===== config.mk =====
export PLATFORM = sky130hd
export DESIGN_NAME = mem_energy_monitor
export DESIGN_NICKNAME = d
export VERILOG_FILES = /design/src/rtl/mem_energy_monitor.sv
export SDC_FILE = /design/constraint.sdc
export NUM_CORES = 1
export LEC_CHECK = 0
export ABC_AREA = 1
export BUFFER_PORTS_ARGS = -buffer_cell sky130_fd_sc_hd__clkbuf_2
export CORE_MARGIN = 2
export CORE_UTILIZATION = 25
export DETAILED_ROUTE_END_ITERATION = 8
export GPL_ROUTABILITY_DRIVEN = 0
export SLEW_MARGIN = 20
export SYNTH_ARGS = -nofsm -noshare
export SYNTH_HDL_FRONTEND = slang
export SYNTH_SLANG_ARGS = --single-unit

===== constraint.sdc =====
create_clock -name clk -period 2.58 [get_ports clk]
set_input_delay 0.258 -clock clk [delete_from_list [all_inputs] [get_ports clk]]
set_output_delay 0.258 -clock clk [all_outputs]
set_load 0.01 [all_outputs]

===== src/rtl/mem_energy_monitor.sv =====
module mem_energy_monitor #(
  parameter int          DEPTH_WORDS = 1024,
  parameter int          WORD_BITS   = 32,
  parameter int          CNT_W       = 32,
  parameter int          ACC_W       = 48,
  parameter int          QDEPTH      = 8,
  parameter bit          POSTED_WR   = 1'b0,
  parameter int unsigned READ_COST   = WORD_BITS * 3 + $clog2(DEPTH_WORDS) * 2,
  parameter int unsigned WRITE_COST  = WORD_BITS * 4 + $clog2(DEPTH_WORDS) * 2,
  parameter int unsigned IDLE_COST   = (WORD_BITS * DEPTH_WORDS) / 4096 + 1
) (
  input  logic             clk,
  input  logic             rst_n,
  input  logic             clear,
  input  logic [1:0]       link_cmd,
  input  logic             link_accept,
  input  logic [1:0]       link_resp,
  output logic [1:0]       pstate,
  output logic [CNT_W-1:0] cnt_read,
  output logic [CNT_W-1:0] cnt_write,
  output logic [CNT_W-1:0] cnt_idle,
  output logic [ACC_W-1:0] energy_total
);
  localparam logic [1:0] CMD_WR = 2'd1, CMD_RD = 2'd2, RESP_OK = 2'd1;
  localparam logic [1:0] ST_IDLE = 2'd0, ST_READ = 2'd1, ST_WRITE = 2'd2;
  localparam int QW = (QDEPTH > 1) ? $clog2(QDEPTH) : 1;
  localparam logic [QW-1:0] QLAST = QW'(QDEPTH - 1);
  localparam logic [QW:0] QFULL = (QW + 1)'(QDEPTH);
  localparam logic [QW:0] PMAX = '1;
  localparam logic [CNT_W-1:0] CMAX = '1;
  localparam logic [ACC_W-1:0] C_RD = ACC_W'(READ_COST);
  localparam logic [ACC_W-1:0] C_WR = ACC_W'(WRITE_COST);
  localparam logic [ACC_W-1:0] C_ID = ACC_W'(IDLE_COST);

  logic [QDEPTH-1:0] q_isrd;
  logic [QW-1:0]     q_wp, q_rp;
  logic [QW:0]       q_cnt, pend;
  logic [1:0]        cls;
  logic [CNT_W-1:0]  cnt [3];
  logic              advance;
  logic [ACC_W-1:0]  add;
  logic [ACC_W:0]    esum;

  wire acc_rd   = link_accept && link_cmd == CMD_RD;
  wire acc_wr   = link_accept && link_cmd == CMD_WR;
  wire q_empty  = q_cnt == '0;
  wire resp_hit = link_resp == RESP_OK && !q_empty;
  wire head_rd  = q_isrd[q_rp];
  wire push     = (acc_rd || (acc_wr && !POSTED_WR)) && q_cnt != QFULL;
  wire pop      = resp_hit;
  wire post_now = POSTED_WR && !resp_hit && (acc_wr || pend != '0);

  always_comb begin
    cls = ST_IDLE;
    if (resp_hit)      cls = head_rd ? ST_READ : ST_WRITE;
    else if (post_now) cls = ST_WRITE;
  end

  always_ff @(posedge clk or negedge rst_n) begin
    if (!rst_n) begin
      q_wp <= '0; q_rp <= '0; q_cnt <= '0; q_isrd <= '0;
    end else if (clear) begin
      q_wp <= '0; q_rp <= '0; q_cnt <= '0;
    end else begin
      if (push) begin
        q_isrd[q_wp] <= acc_rd;
        q_wp <= (q_wp == QLAST) ? '0 : q_wp + 1'b1;
      end
      if (pop) q_rp <= (q_rp == QLAST) ? '0 : q_rp + 1'b1;
      case ({push, pop})
        2'b10:   q_cnt <= q_cnt + 1'b1;
        2'b01:   q_cnt <= q_cnt - 1'b1;
        default: q_cnt <= q_cnt;
      endcase
    end
  end

  always_ff @(posedge clk or negedge rst_n) begin
    if (!rst_n)                pend <= '0;
    else if (clear)            pend <= '0;
    else if (POSTED_WR) begin
      case ({acc_wr, post_now})
        2'b10:   if (pend != PMAX) pend <= pend + 1'b1;
        2'b01:   pend <= pend - 1'b1;
        default: pend <= pend;
      endcase
    end
  end

  for (genvar g = 0; g < 3; g++) begin : g_cnt
    always_ff @(posedge clk or negedge rst_n) begin
      if (!rst_n)                                cnt[g] <= '0;
      else if (clear)                            cnt[g] <= '0;
      else if (cls == 2'(g) && cnt[g] != CMAX)   cnt[g] <= cnt[g] + 1'b1;
    end
  end

  always_comb begin
    case (cls)
      ST_READ:  begin advance = cnt[1] != CMAX; add = C_RD; end
      ST_WRITE: begin advance = cnt[2] != CMAX; add = C_WR; end
      default:  begin advance = cnt[0] != CMAX; add = C_ID; end
    endcase
  end

  assign esum = {1'b0, energy_total} + {1'b0, add};

  always_ff @(posedge clk or negedge rst_n) begin
    if (!rst_n)        energy_total <= '0;
    else if (clear)    energy_total <= '0;
    else if (advance)  energy_total <= esum[ACC_W] ? '1 : esum[ACC_W-1:0];
  end

  always_ff @(posedge clk or negedge rst_n) begin
    if (!rst_n)     pstate <= ST_IDLE;
    else if (clear) pstate <= ST_IDLE;
    else            pstate <= cls;
  end

  assign cnt_idle  = cnt[0];
  assign cnt_read  = cnt[1];
  assign cnt_write = cnt[2];
endmodule


==> results of run 1 <==
metal layers:
layer  vias to the layer above  share of wire
li1                       6028              -
met1                      5821           0.44
met2                       406           0.47
met3                        38          0.066
met4                         0          0.015
met5                         -              0
worst max-delay path: stages, from the launching register on:
cell and delay, ps:
dfrtp_2 440, inv_2 90, nand2_1 50, nand3_1 70
nand2_2 80, o21ai_4 180, nor2_4 70, ha_4 290
nand2_2 70, inv_1 70, nand2_2 60, nand2_2 70
inv_2 40, nand2_4 90, nand4_1 140, buf_6 180
buf_12 140, nand3_1 70, nand3_1 80, nand2_1 80
power groups by stage:
stage	combinational, mW	sequential, mW	clock (mW)
after floorplan	0.415	2.75	0
after global placement	0.745	2.76	0
after detailed placement	0.755	2.76	0
after CTS	0.761	2.71	2.90
after global routing	0.912	2.72	3.00
final	0.816	2.71	2.82
logic make-up (layout without fill, tap and decap cells):
| kind of cell | Yosys count | count (layout) | synth area share |
|---|---|---|---|
| AOI/OAI and AO/OA | 122 | 122 | 0.0575 |
| xor gates and xnor gates | 47 | 47 | 0.0360 |
| adders and majority gates | 18 | 18 | 0.0203 |
| DFF | 164 | 164 | 0.359 |
| buffers and inverters | 239 | 434 | 0.0858 |
| and+or+nand+nor | 1183 | 1183 | 0.442 |
what timing repair did:
item | 4_1_cts | 5_1_grt
cloned | 0 | 2
gates resized for setup | 1 | 58
pin swaps | 0 | 10
endpoints found under the hold margin | 64 | 0
buffers inserted | 0 | 7
hold buffers | 1 | 0
setup endpoints to repair | 36 | 68
cell type report:
| type | count | area share |
|---|---|---|
| clock inverters | 14 | 0.0135 |
| inverters | 193 | 0.0517 |
| well taps | 600 | 0.0533 |
| clock buffers | 18 | 0.0312 |
| multi-input cells | 1370 | 0.464 |
| flip-flops and latches | 164 | 0.292 |
| repair buffers | 209 | 0.0947 |
path summary, 6_finish.rpt:
check,startpoint,endpoint,slack [ps],depth (start not counted)
max,q_rp[0],energy_total[9],140,19
min,link_accept,q_isrd[3],230,4
max reg2reg,q_rp[0],energy_total[9],140,19
min reg2reg,q_isrd[1],q_isrd[1],500,2
max in group asynchronous,rst_n,cnt_read[0],1410,3
min in group asynchronous,rst_n,energy_total[16],400,2
state kept, by name, summed over array words and instances, names as in the netlist:
name / count
energy_total: 48
cnt_idle: 32
cnt_read: 32
cnt_write: 32
q_isrd: 8
q_cnt: 4
q_rp: 3
q_wp: 3
pstate: 2
through the flow:
stage	area (um2)	hold slack [ps]	TNS (ps)	setup slack, ps	instances
6_report	14100	228	0	144	2568
5_1_grt	14100	239	-2220	-92.3	2568
4_1_cts	13800	209	0	6.75	2559
3_5_place_dp	13100	332	-123	-23.5	2526
3_3_place_gp	13100	331	0	68.9	2526
2_1_floorplan	11400	-37.6	0	121	1773
cell usage in the layout (no fill, tap or decap), types with 4 or more instances in the layout:
cell type	synthesis	final
nand2_1	615	600
nor2_1	237	230
inv_1	185	183
nand3_1	182	176
dfrtp_1	164	162
clkbuf_2	0	152
o21ai_0	79	78
nand4_1	53	53
nor3_1	41	41
buf_4	2	41
xor2_1	31	31
nand2_2	17	30
a21oi_1	19	18
clkbuf_16	0	17
xnor2_1	16	16
ha_1	17	14
o31ai_1	13	13
nor2_2	6	10
nand3_2	5	10
nand3b_1	10	10
buf_12	0	9
inv_2	7	8
nor2_4	4	7
nor3b_1	7	7
o21ai_1	4	4
clkinv_4	0	4
inv_6	0	4
buf_6	4	4
==> out/qor.txt, run 1 <==
core footprint: 0.0453 mm2
clock root buffer: clkbuf_16
Clock power frac: 0.444
# DRC: 0
Final Util: 0.311
DRT antenna net count: 0
Die Height: 218 um
Global Route met1 Usage: 0.213
sequential power share: 0.428
switching fraction of total power: 0.290
Synth top area share: 0.359
grt met2 use: 0.272
cell with the most instances after synthesis: nand2_1
largest net degree at the start of global routing: 68
drt total wl: 38500 um
Cell Area, Synth: 0.0114 mm2
CP Launch Type: flip-flop
Post-synth EDFFs: 0
Int Power: 4.50 mW
CTS Buffer Depth: 2
CTS buffer count: 17
CTS clock-pin slew for the worst setup and hold paths: 70 ps
Switch Pwr: 1.84 mW
RSZ-0062 raised after global routing: yes
Fin. Hold Viols: 0
die area: 0.0475 mm2
worst-path fanout max: 10
I/O Buffers: 153
required time of the critical path: 2970 ps
DP HPWL: 28500 um
CP Capture Type: flip-flop
drt initial violations: 929
vias per inst: 4.79
worst slew pin tran: 727 ps
Cells after Synth: 1773
n_diodes: 0
I/O Pins: 154
Gate power share: 0.129
filler instances: 5029
Register Area: 0.00411 mm2
clock skew: 15.5 ps
Seq/Total Area, Yosys: 0.359
first-pass GRT wire length: 61900 um
Worst-Skew Late Latency: 460 ps
post-synth top area cell: dfrtp_1
Synth Flop Type: dfrtp_1
Syn-to-layout area delta: 23.1%
Slew HR: 0.515
Synth cell types: 36
fin crit period: 2440 ps
Pleak: 6.38 nW
Syn Area/Cell: 6.45 um2
routed vias: 12293
GR Util All Layers: 0.163
Hold Crit Class: input port to flip-flop
status: finished clean
initial antenna violation count: 0
max-cap violations: 0
Yosys reg bits: 164
DRT Pass-1 Iters: 6
final setup fails: 0
WL/cell: 15.0 um
Layout Nets: 1981
H-tree depth: 4
Synth area leaders: dfrtp_1 (36%), nand2_1 (20%), nand3_1 (8.0%)
clock sink count: 164
GRT Max-Usage Layer: met2
PwrDens: 451 mW/mm2
grt met3 use: 0.0365
Initial Utilization: 0.253
f_max: 410 MHz
Synth async-reset ratio: 1.00
Ys Warns: 0
Die Width: 218 um
arrival time at the worst endpoint: 2830 ps
layout cells sized above 1: 0.163
footprint of the multi-input gates: 0.00653 mm2
synth cell count leaders: nand2_1 (615), nor2_1 (237), inv_1 (185)
syn_nets: 1799
grt ovf: 0
VDD IR-drop max: 0.330 mV
kind of critical path: flip-flop to flip-flop
CTS tree: built
cell row count: 78
fin. max-slew vios: 0
vias in the first global route: 11668
Tot Pwr: 6.35 mW
period utilization: 0.944
Note: power is estimated with default switching activity, not from simulation.
==> run 2, diff against run 1 <==
--- a/config.mk
+++ b/config.mk
@@ -8,9 +8,10 @@
 export ABC_AREA = 1
 export BUFFER_PORTS_ARGS = -buffer_cell sky130_fd_sc_hd__clkbuf_2
 export CORE_MARGIN = 2
-export CORE_UTILIZATION = 25
+export CORE_UTILIZATION = 35
 export DETAILED_ROUTE_END_ITERATION = 8
 export GPL_ROUTABILITY_DRIVEN = 0
+export PLACE_DENSITY = 0.61
 export SLEW_MARGIN = 20
 export SYNTH_ARGS = -nofsm -noshare
 export SYNTH_HDL_FRONTEND = slang
==> constraint.sdc (replaced) <==
create_clock -name clk -period 2.11 [get_ports clk]
set_input_delay 0.211 -clock clk [delete_from_list [all_inputs] [get_ports clk]]
set_output_delay 0.211 -clock clk [all_outputs]
set_load 0.01 [all_outputs]
==> run 2 against run 1 <==
Compared with the run above: the flow now finishes with violations (negative setup slack); sequential share of layout area down 1.9 points; register-to-register slack worse by 460 ps; fmax up 0.23%; critical path depth down 1; worst hold slack worse by 20 ps; critical endpoint is now energy_total[13].
==> out/qor.txt, run 2 (synthesis results as in run 1) <==
status: complete, but fails checks (was finished clean)
failing checks: negative setup slack
layout cells sized above 1: 0.235 (was 0.163)
CTS tree: built (unchanged)
Layout Nets: 2102 (was 1981)
routed vias: 12753 (was 12293)
period utilization: 1.15 (was 0.944)
final setup fails: 49 (was 0)
Worst-Skew Late Latency: 450 ps (was 460 ps)
CP Capture Type: flip-flop (unchanged)
WL/cell: 15.3 um (was 15.0 um)
drt total wl: 38600 um (was 38500 um)
kind of critical path: flip-flop to flip-flop (unchanged)
GR Util All Layers: 0.228 (was 0.163)
CTS buffer count: 17 (unchanged)
VDD IR-drop max: 0.536 mV (was 0.330 mV)
Die Height: 185 um (was 218 um)
first-pass GRT wire length: 62000 um (was 61900 um)
n_diodes: 0 (unchanged)
cell row count: 66 (was 78)
f_max: 411 MHz (was 410 MHz)
initial antenna violation count: 0 (unchanged)
arrival time at the worst endpoint: 2810 ps (was 2830 ps)
FF-to-FF setup slack: -320 ps (was 140 ps)
Slew HR: 0.655 (was 0.515)
core footprint: 0.0324 mm2 (was 0.0453 mm2)
CTS Buffer Depth: 2 (unchanged)
H-tree depth: 4 (unchanged)
worst slew pin tran: 513 ps (was 727 ps)
# DRC: 0 (unchanged)
Syn-to-layout area delta: 31.6% (was 23.1%)
clock sink count: 164 (unchanged)
most common cell after layout, fill and taps aside: nand2_1 (unchanged)
DRT Pass-1 Iters: 5 (was 6)
pre-CTS setup slack: -393 ps (was -23.5 ps)
Fin. Hold Viols: 0 (unchanged)
Biggest register: energy_total (unchanged)
largest net degree at the start of global routing: 52 (was 68)
clock skew: 13.8 ps (was 15.5 ps)
final instance area: 0.0150 mm2 (was 0.0141 mm2)
Initial Utilization: 0.353 (was 0.253)
vias in the first global route: 12185 (was 11668)
required time of the critical path: 2490 ps (was 2970 ps)
Hold Crit Class: input port to flip-flop (unchanged)
CTS clock-pin slew for the worst setup and hold paths: 70 ps (about the same)
max-cap violations: 0 (unchanged)
grt ovf: 0 (unchanged)
I/O Pins: 154 (unchanged)
most frequent cells in the layout: nand2_1 (589), nor2_1 (222), inv_1 (180) (was nand2_1 (600), nor2_1 (230), inv_1 (183))
worst-path fanout max: 7 (was 10)
clock root buffer: clkbuf_16 (unchanged)
Pleak: 7.10 nW (was 6.38 nW)
RSZ-0062 raised after global routing: yes (unchanged)
fin. max-slew vios: 0 (unchanged)
PwrDens: 503 mW/mm2 (was 451 mW/mm2)
filler instances: 3379 (was 5029)
I/O Buffers: 153 (unchanged)
die area: 0.0341 mm2 (was 0.0475 mm2)
DP HPWL: 28500 um (about the same)
Die Width: 185 um (was 218 um)
CP Launch Type: flip-flop (unchanged)
drt initial violations: 921 (was 929)
max reg flops: 48 (unchanged)
placed inst area: 0.0138 mm2 (was 0.0131 mm2)
Final Worst Setup Slack: -320 ps (was 144 ps)
DRT antenna net count: 0 (unchanged)
vias per inst: 5.04 (was 4.79)
fin crit period: 2430 ps (was 2440 ps)
-- run 2: cell types whose count changed in the layout (fill, tap and decap cells not counted), moves of 5 or more --
cell / previous run / this run
ha_1: 14 / 9
nand2_2: 30 / 35
nand2_4: 2 / 8
nand3_1: 176 / 155
nand3_2: 10 / 28
nor2_1: 230 / 222
buf_4: 41 / 157
nand2_1: 600 / 589
nor2_2: 10 / 16
-- run 2: through the flow --
stage                     hold WS (ps)  setup TNS [ps]   util  total power [mW]  instances
after detailed placement           197          -14460  0.426              4.39       2475
after CTS                          193          -12720  0.454              7.55       2522
after global routing               217          -21270  0.465              7.92       2531
after floorplan                  -84.6          -10560      -              3.86       1773
after global placement             199          -12680  0.426              4.38       2475
final                              208          -12970  0.465              7.57       2531
-- run 2: cell type report --
cell class	count	area [um2]	area share
inverter	193	738	0.0491
multi-input combinational	1370	6820	0.453
sequential	164	4110	0.273
timing repair buffer	330	2280	0.152
tap	442	553	0.0368
clock buffer	21	450	0.0299
clock inverter	11	104	0.00690
-- run 2: path summary, 6_finish.rpt --
kind | from | to | cells after the start
worst max-delay path | q_cnt[1] | energy_total[13] | 18
worst min-delay path | link_accept | q_isrd[4] | 4
worst max register to register | q_cnt[1] | energy_total[13] | 18
worst min register to register | q_isrd[6] | q_isrd[6] | 2
max in group asynchronous | rst_n | energy_total[24] | 3
min in group asynchronous | rst_n | cnt_read[27] | 2
-- run 2: where the power goes --
| part | internal (mW) | leakage (nW) | switching, mW |
|---|---|---|---|
| registers | 3.22 | 2.28 | 0.0807 |
| clock network | 1.66 | 0.256 | 1.40 |
| logic | 0.501 | 4.56 | 0.714 |
| total | 5.38 | 7.10 | 2.20 |
-- run 2: what timing repair did --
| action | in CTS | in global routing |
|---|---|---|
| hold endpoints to repair | 43 | 0 |
| setup buffers | 13 | 11 |
| hold buffers | 1 | 0 |
| setup endpoints to repair | 49 | 92 |
| cloned | 1 | 2 |
| resized for setup | 39 | 87 |
| pin swaps | 12 | 34 |
-- run 2: routing by layer --
metal / GRT usage / vias up / routed length [um]
met5: 0 / - / 0
met4: 0.0651 / 0 / 861
met3: 0.0413 / 68 / 2540
met2: 0.384 / 442 / 18300
met1: 0.298 / 5957 / 17000
li1: - / 6286 / -
-- run 2: worst max-delay path, stage by stage, from the launching register on --
cell	delay, ps
dfrtp_1	400
nor2_2	160
nand3_2	110
nand3_4	120
buf_4	140
nor2_4	50
ha_4	290
nand2_2	50
nand2_1	70
nand2_1	50
nand2_1	80
inv_1	50
nand2_2	80
nand4_1	140
buf_6	200
clkbuf_16	170
nand3_1	60
nand3_1	60
nand2_1	70
